--- src/rtl/dbg_cmd_pkg.sv ---
package dbg_cmd_pkg;

  localparam logic [3:0] OP_NOP  = 4'h0;
  localparam logic [3:0] OP_BWR  = 4'h3;
  localparam logic [3:0] OP_BRD  = 4'h7;
  localparam logic [3:0] OP_IWR  = 4'h9;
  localparam logic [3:0] OP_ISEL = 4'hD;

  localparam logic [31:0] CRC_POLY = 32'h04C11DB7;

  typedef enum logic [3:0] {
    ST_HEAD, ST_OPC, ST_ADDR, ST_CNT, ST_WIDX, ST_WDAT, ST_SIDX, ST_SKIP,
    ST_WSTART, ST_WDATA, ST_WSTAT, ST_WCRC, ST_WMATCH,
    ST_RSTAT, ST_RDATA, ST_RCRC
  } stateT;

  // control -> datapath strobes
  typedef struct packed {
    logic shiftIn;
    logic shiftOut;
    logic loadStat;
    logic loadAddr;
    logic loadCnt;
    logic loadIdx;
    logic writeIreg;
    logic selIreg;
    logic crcInit;
    logic crcUpd;
    logic crcFromOut;
    logic commitWr;
    logic fetchRd;
    logic loadCrc;
    logic decCnt;
    logic checkCrc;
  } strobeT;

endpackage

--- src/rtl/dbg_cmd_dp.sv ---
module dbg_cmd_dp
  import dbg_cmd_pkg::*;
#(
  parameter int ADDR_W = 16,
  parameter int CNT_W  = 16,
  parameter int IDX_W  = 2
) (
  input  logic              clk,
  input  logic              rstN,
  input  strobeT            strb,
  input  logic              linkBit,
  input  logic [31:0]       cpuRdData,
  output logic [3:0]        opField,
  output logic              cntFieldZero,
  output logic              lastWord,
  output logic              outBit,
  output logic              matchOk,
  output logic [ADDR_W-1:0] cpuAddr,
  output logic [31:0]       cpuWrData,
  output logic              cpuWrEn,
  output logic [1:0]        ctrlReg
);

  logic [31:0]       inShift, outShift, crcReg, wrDataReg;
  logic [31:0]       nxtIn, crcNxt;
  logic [ADDR_W-1:0] addrReg;
  logic [CNT_W-1:0]  cntReg;
  logic [IDX_W-1:0]  idxTmp, selIdx;
  logic [1:0]        statReg;
  logic              wrEnReg, matchReg, crcBit;

  assign nxtIn        = {linkBit, inShift[31:1]};
  assign opField      = nxtIn[31:28];
  assign cntFieldZero = (nxtIn[31 -: CNT_W] == '0);
  assign lastWord     = (cntReg == CNT_W'(1));
  assign crcBit       = strb.crcFromOut ? outShift[0] : linkBit;
  assign crcNxt       = {crcReg[30:0], 1'b0} ^ ({32{crcReg[31] ^ crcBit}} & CRC_POLY);

  always_ff @(posedge clk) begin
    if (!rstN) begin
      inShift   <= '0;
      outShift  <= '0;
      crcReg    <= '1;
      wrDataReg <= '0;
      addrReg   <= '0;
      cntReg    <= '0;
      idxTmp    <= '0;
      selIdx    <= '0;
      statReg   <= '0;
      wrEnReg   <= 1'b0;
      matchReg  <= 1'b0;
    end else begin
      if (strb.shiftIn) inShift <= nxtIn;

      if (strb.loadStat)      outShift <= (selIdx == '0) ? {30'd0, statReg} : '0;
      else if (strb.fetchRd)  outShift <= cpuRdData;
      else if (strb.loadCrc)  outShift <= crcNxt;
      else if (strb.shiftOut) outShift <= {1'b0, outShift[31:1]};

      if (strb.loadAddr)                addrReg <= nxtIn[31 -: ADDR_W];
      else if (strb.fetchRd || wrEnReg) addrReg <= addrReg + 1'b1;

      if (strb.loadCnt)     cntReg <= nxtIn[31 -: CNT_W];
      else if (strb.decCnt) cntReg <= cntReg - 1'b1;

      if (strb.loadIdx) idxTmp <= nxtIn[31 -: IDX_W];
      if (strb.selIreg) selIdx <= nxtIn[31 -: IDX_W];
      if (strb.writeIreg && idxTmp == '0) statReg <= nxtIn[31:30];

      if (strb.crcInit)     crcReg <= '1;
      else if (strb.crcUpd) crcReg <= crcNxt;

      wrEnReg <= strb.commitWr;
      if (strb.commitWr) wrDataReg <= nxtIn;

      if (strb.crcInit)       matchReg <= 1'b0;
      else if (strb.checkCrc) matchReg <= (nxtIn == crcReg);
    end
  end

  assign outBit    = outShift[0];
  assign matchOk   = matchReg;
  assign cpuAddr   = addrReg;
  assign cpuWrData = wrDataReg;
  assign cpuWrEn   = wrEnReg;
  assign ctrlReg   = statReg;

endmodule

--- src/rtl/dbg_cmd_ctrl.sv ---
module dbg_cmd_ctrl
  import dbg_cmd_pkg::*;
#(
  parameter int ADDR_W = 16,
  parameter int CNT_W  = 16,
  parameter int IDX_W  = 2
) (
  input  logic       clk,
  input  logic       rstN,
  input  logic       frameStart,
  input  logic       linkValid,
  input  logic       linkBit,
  input  logic [3:0] opField,
  input  logic       cntFieldZero,
  input  logic       lastWord,
  input  logic       outBit,
  input  logic       matchOk,
  output strobeT     strb,
  output logic       linkOut
);

  localparam logic [4:0] ADDR_LAST = 5'(ADDR_W - 1);
  localparam logic [4:0] CNT_LAST  = 5'(CNT_W - 1);
  localparam logic [4:0] IDX_LAST  = 5'(IDX_W - 1);
  localparam logic [4:0] WORD_LAST = 5'd31;

  stateT      state, nState;
  logic [4:0] bitCnt;
  logic [3:0] opReg;
  logic       armWr, armRd;

  always_comb begin
    strb   = '0;
    nState = state;
    if (frameStart) begin
      strb.loadStat = 1'b1;
      strb.crcInit  = 1'b1;
      nState = armWr ? ST_WSTART : (armRd ? ST_RSTAT : ST_HEAD);
    end else if (linkValid) begin
      unique case (state)
        ST_HEAD: begin
          strb.shiftOut = 1'b1;
          nState = linkBit ? ST_SKIP : ST_OPC;
        end
        ST_OPC: begin
          strb.shiftIn  = 1'b1;
          strb.shiftOut = 1'b1;
          if (bitCnt == 5'd3) begin
            unique case (opField)
              OP_BWR, OP_BRD: nState = ST_ADDR;
              OP_IWR:         nState = ST_WIDX;
              OP_ISEL:        nState = ST_SIDX;
              default:        nState = ST_SKIP;
            endcase
          end
        end
        ST_ADDR: begin
          strb.shiftIn  = 1'b1;
          strb.shiftOut = 1'b1;
          if (bitCnt == ADDR_LAST) begin
            strb.loadAddr = 1'b1;
            nState = ST_CNT;
          end
        end
        ST_CNT: begin
          strb.shiftIn  = 1'b1;
          strb.shiftOut = 1'b1;
          if (bitCnt == CNT_LAST) begin
            strb.loadCnt = 1'b1;
            nState = ST_SKIP;
          end
        end
        ST_WIDX: begin
          strb.shiftIn  = 1'b1;
          strb.shiftOut = 1'b1;
          if (bitCnt == IDX_LAST) begin
            strb.loadIdx = 1'b1;
            nState = ST_WDAT;
          end
        end
        ST_WDAT: begin
          strb.shiftIn  = 1'b1;
          strb.shiftOut = 1'b1;
          if (bitCnt == 5'd1) begin
            strb.writeIreg = 1'b1;
            nState = ST_SKIP;
          end
        end
        ST_SIDX: begin
          strb.shiftIn  = 1'b1;
          strb.shiftOut = 1'b1;
          if (bitCnt == IDX_LAST) begin
            strb.selIreg = 1'b1;
            nState = ST_SKIP;
          end
        end
        ST_SKIP: strb.shiftOut = 1'b1;
        ST_WSTART: if (linkBit) nState = ST_WDATA;
        ST_WDATA: begin
          strb.shiftIn = 1'b1;
          strb.crcUpd  = 1'b1;
          if (bitCnt == WORD_LAST) begin
            strb.commitWr = 1'b1;
            strb.decCnt   = 1'b1;
            if (lastWord) nState = ST_WSTAT;
          end
        end
        ST_WSTAT: nState = ST_WCRC;
        ST_WCRC: begin
          strb.shiftIn = 1'b1;
          if (bitCnt == WORD_LAST) begin
            strb.checkCrc = 1'b1;
            nState = ST_WMATCH;
          end
        end
        ST_WMATCH: nState = ST_SKIP;
        ST_RSTAT: begin
          strb.fetchRd = 1'b1;
          nState = ST_RDATA;
        end
        ST_RDATA: begin
          strb.crcUpd     = 1'b1;
          strb.crcFromOut = 1'b1;
          if (bitCnt == WORD_LAST) begin
            strb.decCnt = 1'b1;
            if (lastWord) begin
              strb.loadCrc = 1'b1;
              nState = ST_RCRC;
            end else begin
              strb.fetchRd = 1'b1;
            end
          end else begin
            strb.shiftOut = 1'b1;
          end
        end
        ST_RCRC: begin
          strb.shiftOut = 1'b1;
          if (bitCnt == WORD_LAST) nState = ST_SKIP;
        end
        default: nState = ST_SKIP;
      endcase
    end
  end

  always_ff @(posedge clk) begin
    if (!rstN) begin
      state  <= ST_SKIP;
      bitCnt <= '0;
      opReg  <= OP_NOP;
      armWr  <= 1'b0;
      armRd  <= 1'b0;
    end else begin
      state <= nState;
      if (frameStart || (linkValid && nState != state)) bitCnt <= '0;
      else if (linkValid) bitCnt <= bitCnt + 1'b1;

      if (frameStart) begin
        armWr <= 1'b0;
        armRd <= 1'b0;
      end else if (linkValid && state == ST_CNT && bitCnt == CNT_LAST && !cntFieldZero) begin
        armWr <= (opReg == OP_BWR);
        armRd <= (opReg == OP_BRD);
      end

      if (linkValid && !frameStart && state == ST_OPC && bitCnt == 5'd3) opReg <= opField;
    end
  end

  always_comb begin
    unique case (state)
      ST_RSTAT, ST_WSTAT:           linkOut = 1'b1;
      ST_WMATCH:                    linkOut = matchOk;
      ST_WSTART, ST_WDATA, ST_WCRC: linkOut = 1'b0;
      default:                      linkOut = outBit;
    endcase
  end

endmodule

--- src/rtl/dbg_cmd_decoder.sv ---
module dbg_cmd_decoder
  import dbg_cmd_pkg::*;
#(
  parameter int ADDR_W = 16,
  parameter int CNT_W  = 16,
  parameter int IDX_W  = 2
) (
  input  logic              clk,
  input  logic              rstN,
  input  logic              frameStart,
  input  logic              linkValid,
  input  logic              linkBit,
  output logic              linkOut,
  output logic [ADDR_W-1:0] cpuAddr,
  output logic [31:0]       cpuWrData,
  output logic              cpuWrEn,
  output logic              cpuRdEn,
  input  logic [31:0]       cpuRdData,
  output logic              cpuStall,
  output logic              cpuReset
);

  strobeT     strb;
  logic [3:0] opField;
  logic       cntFieldZero, lastWord, outBit, matchOk;
  logic [1:0] ctrlReg;

  dbg_cmd_ctrl #(.ADDR_W(ADDR_W), .CNT_W(CNT_W), .IDX_W(IDX_W)) i_ctrl (
    .clk(clk), .rstN(rstN), .frameStart(frameStart), .linkValid(linkValid),
    .linkBit(linkBit), .opField(opField), .cntFieldZero(cntFieldZero),
    .lastWord(lastWord), .outBit(outBit), .matchOk(matchOk),
    .strb(strb), .linkOut(linkOut)
  );

  dbg_cmd_dp #(.ADDR_W(ADDR_W), .CNT_W(CNT_W), .IDX_W(IDX_W)) i_dp (
    .clk(clk), .rstN(rstN), .strb(strb), .linkBit(linkBit), .cpuRdData(cpuRdData),
    .opField(opField), .cntFieldZero(cntFieldZero), .lastWord(lastWord),
    .outBit(outBit), .matchOk(matchOk), .cpuAddr(cpuAddr), .cpuWrData(cpuWrData),
    .cpuWrEn(cpuWrEn), .ctrlReg(ctrlReg)
  );

  assign cpuRdEn  = strb.fetchRd;
  assign cpuStall = ctrlReg[0];
  assign cpuReset = ctrlReg[1];

endmodule

--- config.mk ---
export PLATFORM = sky130hd
export DESIGN_NAME = dbg_cmd_decoder
export DESIGN_NICKNAME = d
export VERILOG_FILES = /design/src/rtl/dbg_cmd_pkg.sv /design/src/rtl/dbg_cmd_dp.sv /design/src/rtl/dbg_cmd_ctrl.sv /design/src/rtl/dbg_cmd_decoder.sv
export SDC_FILE = /design/constraint.sdc
export NUM_CORES = 1
export LEC_CHECK = 0
export BUFFER_PORTS_ARGS = -buffer_cell sky130_fd_sc_hd__buf_2
export CORE_MARGIN = 2
export CORE_UTILIZATION = 30
export DETAILED_ROUTE_END_ITERATION = 7
export SLEW_MARGIN = 25
export SYNTH_ARGS = -nofsm -noshare
export SYNTH_HDL_FRONTEND = slang
export SYNTH_SLANG_ARGS = --single-unit
--- constraint.sdc ---
create_clock -name clk -period 4.5 [get_ports clk]
set_input_delay 0.9 -clock clk [delete_from_list [all_inputs] [get_ports clk]]
set_output_delay 0.9 -clock clk [all_outputs]
set_load 0.02 [all_outputs]
==> results.cfg <==
[status]
outcome = finished, final reports clean

[synthesis]
syn-num-nets = 1104
synth-edff-count = 0
ys.flop_type = dfxtp_1
synth-seq-cells = 182
synth_area_um2 = 8870
synthCells = 1060
syn_avg_cell_area_um2 = 8.37
ys_types = 73
async_reset_ff_share_pct = 0
yosys_warnings = 0
ys_seq_area_share_pct = 41.1

[timing]
holdWs_ns = 0.453
maxClockFrequency_mhz = 268
fin_worst_skew_ns = 0.00847
min_period_ns = 3.73
slew_headroom_pct = 32.9
rsz0062_at_grt = false
drv_slew = 0
period_share_pct = 82.8
hold_violations = 0
setup_violations = 0
final.setup.tns_ns = 0
tightest_slew_ns = 1.01

[floorplanning]
die_h_um = 176
die_w_um = 176
die-area_um2 = 31000
core_um2 = 28900
initial_core_util_pct = 30.7
num_io_pins = 90
rows = 62

[setup_path]
end_kind = primary output
crit_arrival_ns = 2.83
reg2reg_setup_slack_ns = 0.85
cp-startpoint = i_ctrl.bitCnt[0]
worstPathRequired_ns = 3.60
r2r_cells = 10
max_stage_delay_ns = 0.46
slowest_stage = ha_1
cp-endpoint = cpuRdEn
critPathBufInv = 3
critPathTopFamily = adder cells
critPathLaunchType = flop
reg2reg_from = i_ctrl.bitCnt[0]
critical_path.cell_chain = ha_1 > and3_1 > ha_1 > nand2_1 > o31ai_2 > buf_4 > nand2_1 > inv_2 > buf_2
path_depth = 9
r2r_end = i_dp.outShift[24]
criticalPathCategory = reg -> out
cp_max_fo = 15

[pwr]
power_density_nw_per_um2 = 320
power_frac_comb_pct = 4.8
p_seq_share_pct = 50.3
total_power_mw = 3.24
peakVddDrop_mv = 0.253
p_int_mw = 2.44
p_leak_nw = 3.85
switching_share_pct = 24.7
p_sw_mw = 0.799
pwr-share-clk_pct = 44.9

[global_route]
grt_max_degree = 93
gr-usage-met1_pct = 22.1
grt_pass1_vias = 7472
grt-busiest-layer = met2
grtUsageMet2_pct = 28.0
grt-ovfl-total = 0
grt_use_total_pct = 16.7
antenna_found_initial = 0
grt_pass1_wl_um = 41100
grt_use_met3_pct = 2.76

[cts]
clockBufferDepth = 2
insertion_delay_ns = 0.44
cts-hold-fix-buffers = 0
cts_root_buffer = clkbuf_16
cts_resized = 0
numCtsBuffers = 17
cts.sinks = 182
cts_tree = built
h-tree-depth = 4
cts_setup_buffers = 0
clk_pin_slew_worst_paths_ns = 0.07

[job]
maxCapViolations = 0

[placement]
place_hpwl_um = 17800
numPortBuffers = 89
gp_congestion = 0.874

[detailed_routing]
drc_errors = 0
vias_per_cell = 5.26
drt_pass1_iterations = 5
wl_per_cell_um = 17.3
final_antenna_net_count = 0
routed_wl_um = 25900
drtIter0Drc = 707
num_vias = 7873

[cells_and_area]
multi_input_area_um2 = 4780
layout-drive-gt1-share_pct = 14.6
n_antenna_cell = 0
n_fill_cell = 3032
utilization_pct = 35.0
nNetsFinal = 1144
area.sequential_um2 = 3640
area_delta_synth_final_pct = 14.1

[worst_hold_path]
holdCritPathClass = reg -> reg
## layout make-up
| cell class | count | area share, % |
|---|---|---|
| Tap cell | 384 | 4.75 |
| Clock buffer | 23 | 4.82 |
| Sequential cell | 182 | 36.0 |
| Multi-Input combinational cell | 774 | 47.2 |
| Clock inverter | 9 | 0.791 |
| Inverter | 17 | 0.630 |
| Timing Repair Buffer | 108 | 5.81 |
## synth_stat cells (14+ instances only)
library cell	count	share of area [%]
a21oi_1	100	5.6
and2_1	15	1.1
clkbuf_1	66	2.8
dfxtp_1	182	41
inv_1	15	0.63
mux2_1	14	1.8
mux2i_1	28	3.2
nand2_1	203	8.6
nand3_1	30	1.7
nor2_1	59	2.5
nor4_1	16	1.1
o21ai_0	27	1.5
o2bb2ai_1	17	1.7
xnor2_1	17	1.7
xor2_1	48	4.7
## cells in the final DEF, fill, tap and decap left out, drive strengths merged, types with 16 or more instances in the layout
cell type,n
xnor2,17
mux2,19
nor2,59
o2bb2ai,17
clkbuf,23
nor4,17
xor2,48
and2,16
o21ai,27
inv,21
nand2,203
dfxtp,182
buf,108
nand3,30
a21oi,101
mux2i,28
## power groups by stage
stage / Combinational (mW) / Sequential (mW) / Clock [mW]
floorplan: 0.115 / 1.65 / 0
global placement: 0.155 / 1.67 / 0
detailed placement: 0.154 / 1.67 / 0
CTS: 0.155 / 1.63 / 1.49
global route: 0.170 / 1.63 / 1.56
finish: 0.155 / 1.63 / 1.46
## registers in the layout, summed over array words and instances (netlist names)
name            flops
i_ctrl.state        4
i_dp.selIdx         2
i_dp.ctrlReg        2
i_ctrl.armRd        1
i_dp.crcReg        32
i_dp.cntReg        16
i_dp.cpuWrEn        1
i_dp.cpuAddr       16
i_dp.inShift       31
i_dp.idxTmp         2
i_dp.cpuWrData     32
i_dp.matchOk        1
i_ctrl.opReg        4
i_ctrl.armWr        1
i_dp.outShift      32
i_ctrl.bitCnt       5
## worst reg2reg max path: stages, from the launching register on
cell and delay (ns):
dfxtp_1 0.40, ha_1 0.21, and3_1 0.20, ha_1 0.46, or4b_2 0.63, or4_4 0.49
nor3_4 0.14, buf_4 0.36, mux2_1 0.37, mux2i_1 0.17, o2bb2ai_1 0.09
## kinds of logic (layout without fill, tap and decap cells)
logic type | after synthesis | after routing | share of synthesized area (%)
and+or+nand+nor | 401 | 401 | 21.1
AOI/OAI and AO/OA | 253 | 253 | 19.2
DFF | 182 | 182 | 41.1
muxes | 47 | 47 | 5.57
adders and majority gates | 7 | 7 | 0.987
buffers and inverters | 104 | 157 | 5.32
xor gates and xnor gates | 66 | 66 | 6.67
## worst min path at each step
| stage | startpoint | slack [ns] | cells past startpoint | to |
|---|---|---|---|---|
| after global placement | i_dp.outShift[19] | 0.44 | 1 | i_dp.outShift[19] |
| after global routing | i_dp.cpuWrData[27] | 0.48 | 2 | i_dp.cpuWrData[27] |
| final | i_dp.cpuWrData[15] | 0.45 | 2 | i_dp.cpuWrData[15] |
| after floorplan | i_dp.outShift[14] | 0.43 | 1 | i_dp.outShift[14] |
| after detailed placement | i_dp.cpuWrData[15] | 0.44 | 2 | i_dp.cpuWrData[15] |
| after CTS | i_dp.cpuWrData[15] | 0.45 | 2 | i_dp.cpuWrData[15] |
## metal layers
layer / share of wire, % / wire, um
met1: 45 / 11600
met2: 49 / 12600
met3: 4.8 / 1250
met4: 1.4 / 371
met5: 0 / 0
## through the flow
| step | cells | area (um2) | setup slack (ns) |
|---|---|---|---|
| 4_1_cts | 1497 | 10100 | 0.756 |
| 6_report | 1497 | 10100 | 0.772 |
| 3_3_place_gp | 1465 | 9550 | 0.966 |
| 5_1_grt | 1497 | 10100 | 0.577 |
| 2_1_floorplan | 1060 | 8870 | 1.42 |
| 3_5_place_dp | 1465 | 9550 | 0.831 |
Power figures use the tool's default switching activity.
